$ cat src/rtl/sdm_seq_pkg.sv
package sdm_seq_pkg;

  typedef logic signed [2:0] fb_lvl_t;

  // map a one-bit decision to +1 / -1
  function automatic fb_lvl_t bit_to_pm(input logic b);
    return b ? 3'sd1 : -3'sd1;
  endfunction

  // lead compensator 2 - z^-1 on +/-1 symbols
  function automatic fb_lvl_t lead_level(input logic cur, input logic prev);
    fb_lvl_t a;
    fb_lvl_t p;
    a = bit_to_pm(cur);
    p = bit_to_pm(prev);
    return (a + a) - p;
  endfunction

endpackage

$ cat src/rtl/sdm_phase_timer.sv
module sdm_phase_timer #(
  parameter int PH_CLKS  = 3,
  parameter int GAP_CLKS = 1
) (
  input  logic       clk,
  input  logic       rst_n,
  output logic [3:0] phi_en,
  output logic       cap_stb
);
  localparam int GAP_EFF = (GAP_CLKS < 1) ? 1 : GAP_CLKS;
  localparam int SLOT    = PH_CLKS + GAP_EFF;
  localparam int OFF_W   = (SLOT > 1) ? $clog2(SLOT) : 1;
  localparam logic [OFF_W-1:0] OFF_LAST = OFF_W'(SLOT - 1);
  localparam logic [OFF_W-1:0] OFF_PH   = OFF_W'(PH_CLKS);
  localparam logic [OFF_W-1:0] OFF_CAP  = OFF_W'(PH_CLKS - 1);

  logic             live_q;
  logic [1:0]       slot_q;
  logic [OFF_W-1:0] off_q;
  logic             slot_end;
  logic             in_active;

  assign slot_end  = (off_q == OFF_LAST);
  assign in_active = live_q && (off_q < OFF_PH);

  always_ff @(posedge clk or negedge rst_n) begin
    if (!rst_n) begin
      live_q <= 1'b0;
      slot_q <= 2'd0;
      off_q  <= '0;
    end else begin
      live_q <= 1'b1;
      if (live_q) begin
        if (slot_end) begin
          off_q  <= '0;
          slot_q <= slot_q + 2'd1;
        end else begin
          off_q <= off_q + 1'b1;
        end
      end
    end
  end

  for (genvar k = 0; k < 4; k++) begin : g_phase
    assign phi_en[k] = in_active && (slot_q == 2'(k));
  end

  assign cap_stb = live_q && (slot_q == 2'd1) && (off_q == OFF_CAP);

  // a phase that just ended is followed by an idle clock
  assert_gap_after_phase_R3: assert property (@(posedge clk) disable iff (!rst_n)
    (|($past(phi_en) & ~phi_en)) |-> (phi_en == 4'b0000));

  // at most one enable at a time
  assert_no_overlap_R3: assert property (@(posedge clk) disable iff (!rst_n)
    $onehot0(phi_en));

  // strobe only inside phase 2
  assert_strobe_in_phase2_R4: assert property (@(posedge clk) disable iff (!rst_n)
    cap_stb |-> phi_en[1]);

endmodule

$ cat src/rtl/sdm_bit_capture.sv
module sdm_bit_capture (
  input  logic clk,
  input  logic rst_n,
  input  logic cap_stb,
  input  logic comp_in,
  output logic bit_q,
  output logic valid_q
);
  always_ff @(posedge clk or negedge rst_n) begin
    if (!rst_n) begin
      bit_q   <= 1'b0;
      valid_q <= 1'b0;
    end else begin
      valid_q <= cap_stb;
      if (cap_stb) bit_q <= comp_in;
    end
  end

  // the bit holds between strobes
  assert_hold_between_R4: assert property (@(posedge clk) disable iff (!rst_n)
    !cap_stb |=> $stable(bit_q));

  // a strobe takes the comparator value
  assert_take_comp_R4: assert property (@(posedge clk) disable iff (!rst_n)
    cap_stb |=> (bit_q == $past(comp_in)));

endmodule

$ cat src/rtl/sdm_lead_comp.sv
module sdm_lead_comp
  import sdm_seq_pkg::*;
(
  input  logic    clk,
  input  logic    rst_n,
  input  logic    new_valid,
  input  logic    new_bit,
  output fb_lvl_t level_q
);
  logic hist_q;

  always_ff @(posedge clk or negedge rst_n) begin
    if (!rst_n) begin
      hist_q  <= 1'b0;
      level_q <= lead_level(1'b0, 1'b0);
    end else if (new_valid) begin
      level_q <= lead_level(new_bit, hist_q);
      hist_q  <= new_bit;
    end
  end

  // level is always an odd value (one of -3,-1,+1,+3)
  assert_level_odd_R6: assert property (@(posedge clk) disable iff (!rst_n)
    level_q[0] == 1'b1);

  // level changes only after a new bit
  assert_level_update_R6: assert property (@(posedge clk) disable iff (!rst_n)
    !new_valid |=> $stable(level_q));

endmodule

$ cat src/rtl/sdm_loop_seq.sv
module sdm_loop_seq
  import sdm_seq_pkg::*;
#(
  parameter int PH_CLKS  = 3,
  parameter int GAP_CLKS = 1
) (
  input  logic              clk,
  input  logic              rst_n,
  input  logic              comp_in,
  output logic [3:0]        phi_en,
  output logic              bs_bit,
  output logic              bs_valid,
  output logic signed [2:0] fb_level,
  output logic              fb_up,
  output logic              fb_dn
);
  logic    cap_stb;
  fb_lvl_t level_w;

  sdm_phase_timer #(.PH_CLKS(PH_CLKS), .GAP_CLKS(GAP_CLKS)) i_timer (
    .clk(clk), .rst_n(rst_n), .phi_en(phi_en), .cap_stb(cap_stb)
  );

  sdm_bit_capture i_cap (
    .clk(clk), .rst_n(rst_n), .cap_stb(cap_stb), .comp_in(comp_in),
    .bit_q(bs_bit), .valid_q(bs_valid)
  );

  sdm_lead_comp i_comp (
    .clk(clk), .rst_n(rst_n), .new_valid(bs_valid), .new_bit(bs_bit),
    .level_q(level_w)
  );

  assign fb_level = level_w;
  assign fb_up    = phi_en[2] && !level_w[2];
  assign fb_dn    = phi_en[2] &&  level_w[2];

  // last phase seen, kept for the ordering check
  logic [1:0] last_ph_q;
  always_ff @(posedge clk or negedge rst_n) begin
    if (!rst_n) last_ph_q <= 2'd3;
    else begin
      for (int j = 0; j < 4; j++) begin
        if (phi_en[j]) last_ph_q <= 2'(j);
      end
    end
  end

  for (genvar k = 0; k < 4; k++) begin : g_order
    // phase k starts only after phase k-1
    assert_order_R2: assert property (@(posedge clk) disable iff (!rst_n)
      $rose(phi_en[k]) |-> (last_ph_q == 2'((k + 3) % 4)));
  end

  // valid pulse falls in an idle cycle and lasts one cycle
  assert_valid_idle_R5: assert property (@(posedge clk) disable iff (!rst_n)
    bs_valid |-> (phi_en == 4'b0000));
  assert_valid_single_R5: assert property (@(posedge clk) disable iff (!rst_n)
    bs_valid |=> !bs_valid);

  // force selects only in phase 3 and never both
  assert_fb_phase3_R7: assert property (@(posedge clk) disable iff (!rst_n)
    (fb_up || fb_dn) |-> phi_en[2]);
  assert_fb_exclusive_R7: assert property (@(posedge clk) disable iff (!rst_n)
    !(fb_up && fb_dn));

endmodule

$ cat config.mk
export PLATFORM = sky130hd
export DESIGN_NAME = sdm_loop_seq
export DESIGN_NICKNAME = d
export VERILOG_FILES = /design/src/rtl/sdm_seq_pkg.sv /design/src/rtl/sdm_phase_timer.sv /design/src/rtl/sdm_bit_capture.sv /design/src/rtl/sdm_lead_comp.sv /design/src/rtl/sdm_loop_seq.sv
export SDC_FILE = /design/constraint.sdc
export NUM_CORES = 1
export LEC_CHECK = 0
export ABC_CLOCK_PERIOD_IN_PS = 3400
export BUFFER_PORTS_ARGS = -buffer_cell sky130_fd_sc_hd__buf_4
export CORE_AREA = 3 3 40 42
export DETAILED_ROUTE_END_ITERATION = 10
export DIE_AREA = 0 0 43 45
export PLACE_DENSITY = 0.64
export SYNTH_ARGS = -nofsm -noshare
export SYNTH_HDL_FRONTEND = slang
export SYNTH_SLANG_ARGS = --single-unit
$ cat constraint.sdc
create_clock -name clk -period 3.4 [get_ports clk]
set_input_delay 0 -clock clk [delete_from_list [all_inputs] [get_ports clk]]
set_output_delay 0 -clock clk [all_outputs]
set_load 0.02 [all_outputs]
# [Word level (Yosys, flattened, before mapping)]
# Index checks and enable logic that the tools add are counted.
# W data, S select, Z words.
[totals] ff_bits=11 inputBits=3 word_cells=32 output_inout_bits=11
[classes] addsub=4 reduce_logical=12 magnitude_cmp=1 n_mux=3 eq_ne=5
[op_table] op="$logic_and A1 B1 Y1" n=9
[op_table] op="$eq A2 B2 Y1 const B" n=4
[op_table] op="$mux W3" n=2
[op_table] op="$add A2 B1 Y2 const B" n=2
[op_table] op="$add A3 B3 Y3" n=1
[op_table] op="$sub A3 B3 Y3" n=1
[op_table] op="$eq A2 B1 Y1 const B" n=1
[op_table] op="$logic_not A2 Y1" n=1
[op_table] op="$lt A2 B2 Y1 const B" n=1
[op_table] op="$mux W2" n=1
[op_table] op="$reduce_and A2 Y1" n=1
[op_table] op="$logic_not A1 Y1" n=1

# [Logic depth before layout (Yosys ltp)]
[logic_depth] depth_word=4 ltp_mapped=4 mapped_depth_nobuf=4

# [Modules after synthesis]
# A second synthesis with hierarchy kept.
[unflattened] hier_cells=43 area_unflattened_um2=515.5
[by_module_without_submodules] module="sdm_phase_timer" area_each_um2=307.8 instances=1 cells_each=28
[by_module_without_submodules] module="sdm_lead_comp" area_each_um2=126.4 instances=1 cells_each=10
[by_module_without_submodules] module="sdm_bit_capture" area_each_um2=65.1 instances=1 cells_each=3
[by_module_without_submodules] module="sdm_loop_seq" area_each_um2=16.3 instances=1 cells_each=2

# [Worst setup path after synthesis]
# Ideal clock, no wire load.
[synth_path] kind="reg-to-reg" start="register i_timer.slot_q[0]" end="register i_cap.bit_q" t_arrival_ns=1.080 path_slack_ns=2.195 synth_period_minus_slack_ns=1.205 stages_incl_launch_ff=4 path_buffers=0 path_cell_list="dfrtp_1 > ha_1 > and3_2 > mux2_4"
[synth_between] elab_chain_len=3
[synth_rtl] element="start, declared" line="sdm_phase_timer.sv:18" text="logic [1:0] slot_q;"
[synth_rtl] element="start signal, assigned" line="sdm_phase_timer.sv:36" text="slot_q <= slot_q + 2'd1;"
[synth_rtl] element="$eq A2 B1 Y1" line="sdm_phase_timer.sv:48" text="assign cap_stb = live_q && (slot_q == 2'd1) && (off_q == OFF_CAP);"
[synth_rtl] element="$logic_and A1 B1 Y1 (2 in series)" line="sdm_phase_timer.sv:48"
[synth_rtl] element="net cap_stb" line="sdm_loop_seq.sv:17" text="logic cap_stb;"
[synth_rtl] element="end signal, assigned" line="sdm_bit_capture.sv:15" text="if (cap_stb) bit_q <= comp_in;"
[synth_rtl] element="end, declared" line="sdm_bit_capture.sv:6" text="output logic bit_q,"
# The timed path passes the listed nets, and every way through them passes these cells.
# A chain may end at the register's enable or synchronous reset.

# [Worst setup path after layout]
[layout_path] start="register i_timer.off_q[0]" end="output port fb_dn"
[layout_between] elab_chain_len=4
[layout_rtl] element="start, declared" line="sdm_phase_timer.sv:19" text="logic [OFF_W-1:0] off_q;"
[layout_rtl] element="start signal, assigned" line="sdm_phase_timer.sv:38" text="off_q <= off_q + 1'b1;"
[layout_rtl] element="$lt A2 B2 Y1" line="sdm_phase_timer.sv:24" text="assign in_active = live_q && (off_q < OFF_PH);"
[layout_rtl] element="$logic_and A1 B1 Y1" line="sdm_phase_timer.sv:24"
[layout_rtl] element="$logic_and A1 B1 Y1" line="sdm_phase_timer.sv:45" text="assign phi_en[k] = in_active && (slot_q == 2'(k));"
[layout_rtl] element="$logic_and A1 B1 Y1" line="sdm_loop_seq.sv:36" text="assign fb_dn = phi_en[2] && level_w[2];"
[layout_rtl] element="end, declared" line="sdm_loop_seq.sv:15" text="output logic fb_dn"
# Every way passes these cells.

==> impl_results.md <==
- Critical Path RT: roughly 3.4 ns
- Drt initial violations: 0
- Full die area: between 1500 and 2000 sq um
- RSZ-0062 raised after global routing: false
- Crit Path Category: flop to primary output
- Top post-synthesis cells by area: dfrtp_1 40%, ha_1 15%, dfstp_2 10%
- Setup_tns: 0 ns
- Pwr dens: around 850 nW/um^2
- Vias: 335
- Final count of hold timing violations: 0
- Io pins: 14
- Sequential area share after synthesis: between 50% and 60%
- CTS sink count: 10
- Final Cycle Share: between 40% and 50%
- Cell Area, Placed: between 600 and 700 sq um
- Register bit total from synthesis: 10
- CTS root buffer: clkbuf_4
- Leakage power: ~0.35 nW
- Hold Path Class: primary input to async pin
- Final clock skew: just under 0.0006 ns
- Clk pwr share: approximately a fifth
- H-tree Lvls: 1
- Wire per inst: between 10 and 15 um
- Fin crit period: approximately 1.4 ns
- Reg clk slew, reported paths: approximately 0.07 ns
- Antenna violations before repair: 0
- Vert. Die Dim: between 40 and 50 um
- Die Span X: between 40 and 50 um
- Final ANT Viol Nets: 0
- Max Slew Vio Count: 0
- GRT Total Usage: a little over a tenth
- Placer Congestion: 0.643
- Fin cells: 75
- Comb pwr share: between 40% and 50%
- Post-DP HPWL: 605 um
- Largest net degree at the start of global routing: 11
- Synth unique cells: 20
- Tot Pwr: between 0.5 and 0.6 mW
- TritonCTS clock tree: yes
- Post CTS Setup Buffer Count: 0
- Syn avg cell area: around 12 sq um
- Share of the synthesized area in the top cell type: roughly 40%
- Skew-Pair Late Insertion Delay: ~0.27 ns
- Diodes inserted: 0
- Longest Clk Path Bufs: 2
- # fillers: ~110
- Port Buffer Count: 12
- Worst Setup Start Kind: flop
- Mapped Cells: 42
- Core ar.: between 1000 and 1500 sq um
- Drt pass-1 iters: 1
- Area Overhead vs Synth: 32.2%
- Worst Path Max Fanout: 6
- Via density: between 4 and 5
- MaxCap Viol Count: 0
- Vias in the first global route: between 300 and 400
- Most common cell after layout, fill and taps aside: buf_4
- Outcome: complete, no violations
- Initial Utilization: a little under 40%
- Finish-stage setup viols: 0
- Sw frac: between 30% and 40%
- GRT overflow: 0
- Placed insts: 69
- Global-route wire length before repair: 1390 um
- NetSw: ~0.20 mW
- Share of cells above drive strength 1: 38.3%
- Detailed Route WL: approximately 800 um
- Syn. warnings: 0
- Crit. End Element: primary output
- Worst IR drop on VDD: 0.316 mV
- Internal: 0.361 mW
- CTS Buf Count: 3
- Post-Syn Area: between 500 and 600 sq um
- Final nets: 70
- DRC: 0
- Synth area leader: dfrtp_1
- Reg power frac: about two fifths
- Most frequent cells in the layout: 12 x buf_4, 8 x dfrtp_1, 6 x ha_1
- Max Clock Freq: slightly above 700 MHz
- WP data arrival: around 1.4 ns
- Cell area after layout: 663 sq um
- Row count: 13
-- metal layers --
layer / up-vias / track usage (%) / share of wire, % / routed length, um
met5: - / 0 / 0 / 0
met4: 0 / 10.8 / 4.5 / 36
met3: 5 / 3.59 / 7.4 / 59
met2: 12 / 15.3 / 40 / 316
met1: 150 / 11.9 / 48 / 385
li1: 168 / - / - / -
-- logic make-up (layout without fill, tap and decap cells) --
| family | count (synthesis) | in the layout | synth area share [%] |
|---|---|---|---|
| and+or+nand+nor | 12 | 12 | 15.2 |
| buffers and inverters | 5 | 22 | 4.49 |
| muxes | 4 | 4 | 9.48 |
| other | 1 | 2 | 0.747 |
| AOI/OAI and AO/OA | 3 | 3 | 2.99 |
| xor gates and xnor gates | 1 | 1 | 1.75 |
| DFF | 10 | 10 | 50.4 |
| adders and majority gates | 6 | 6 | 15.0 |
-- worst paths after layout --
path / from / end / slack, ns / depth (start not counted)
worst max-delay path: i_timer.off_q[0]$_DFFE_PN0P_ / fb_dn / 1.98 / 4
worst min-delay path: rst_n / i_cap.valid_q$_DFF_PN0_ / 0.10 / 2
worst max register to register: i_timer.slot_q[1]$_DFFE_PN0P_ / i_cap.bit_q$_DFFE_PN0P_ / 2.14 / 4
worst min register to register: i_comp.hist_q$_DFFE_PN0P_ / i_comp.level_q[1]$_DFFE_PN1P_ / 0.42 / 1
max in group asynchronous: rst_n / i_comp.level_q[2]$_DFFE_PN1P_ / 3.08 / 2
min in group clk: i_comp.hist_q$_DFFE_PN0P_ / i_comp.level_q[1]$_DFFE_PN1P_ / 0.42 / 1
-- synthesized netlist by cell type --
| master | count |
|---|---|
| inv_1 | 4 |
| and3b_1 | 1 |
| and2_1 | 4 |
| nor2_1 | 2 |
| xnor2_1 | 1 |
| and3_1 | 1 |
| conb_1 | 1 |
| ha_1 | 6 |
| a21oi_1 | 2 |
| mux2_2 | 2 |
| and3_2 | 1 |
| nand2_1 | 1 |
| o21ai_0 | 1 |
| mux2_4 | 1 |
| mux2i_1 | 1 |
| dfstp_2 | 2 |
| and2b_2 | 1 |
| dfrtp_1 | 8 |
| or3b_1 | 1 |
| buf_4 | 1 |
-- flip-flops by register name, indices dropped and copies added, names as in the netlist --
name / cells
i_timer.live_q: 1
i_cap.valid_q: 1
i_comp.hist_q: 1
i_timer.slot_q: 2
i_comp.level_q: 2
i_cap.bit_q: 1
i_timer.off_q: 2
-- critical path, stage by stage (launching register included) --
cell and delay, ns:
dfrtp_1 0.39, ha_1 0.22, and2b_2 0.25, and3_1 0.16
buf_4 0.13
-- power groups by stage --
stage	sequential, mW	combinational, mW	clock [mW]
floorplan	0.238	0.134	0
global placement	0.221	0.235	0
detailed placement	0.223	0.239	0
CTS	0.221	0.242	0.113
global route	0.228	0.266	0.119
finish	0.220	0.237	0.108
-- area by class of cell --
| type | instances | area (sq um) | area share (%) |
|---|---|---|---|
| clock buffer | 4 | 36.3 | 5.47 |
| sequential | 10 | 253 | 38.1 |
| timing repair buffer | 14 | 110 | 16.6 |
| inverter | 4 | 15.0 | 2.26 |
| tap | 15 | 18.8 | 2.83 |
| multi-input combinational | 28 | 230 | 34.7 |
-- timing repair --
action / CTS / global route
hold buffers: 2 / 0
gates resized for setup: 0 / 0
hold endpoints to repair: 11 / 0
-- metrics by stage --
stage | hold WS (ns) | setup slack (ns) | util [%]
floorplan | -0.296 | 2.20 | -
global placement | -0.167 | 2.16 | 47.2
detailed placement | -0.163 | 2.15 | 47.2
CTS | 0.0959 | 1.96 | 51.6
global route | 0.110 | 1.89 | 51.6
finish | 0.100 | 1.98 | 51.6
(Power assumes the default switching activity.)
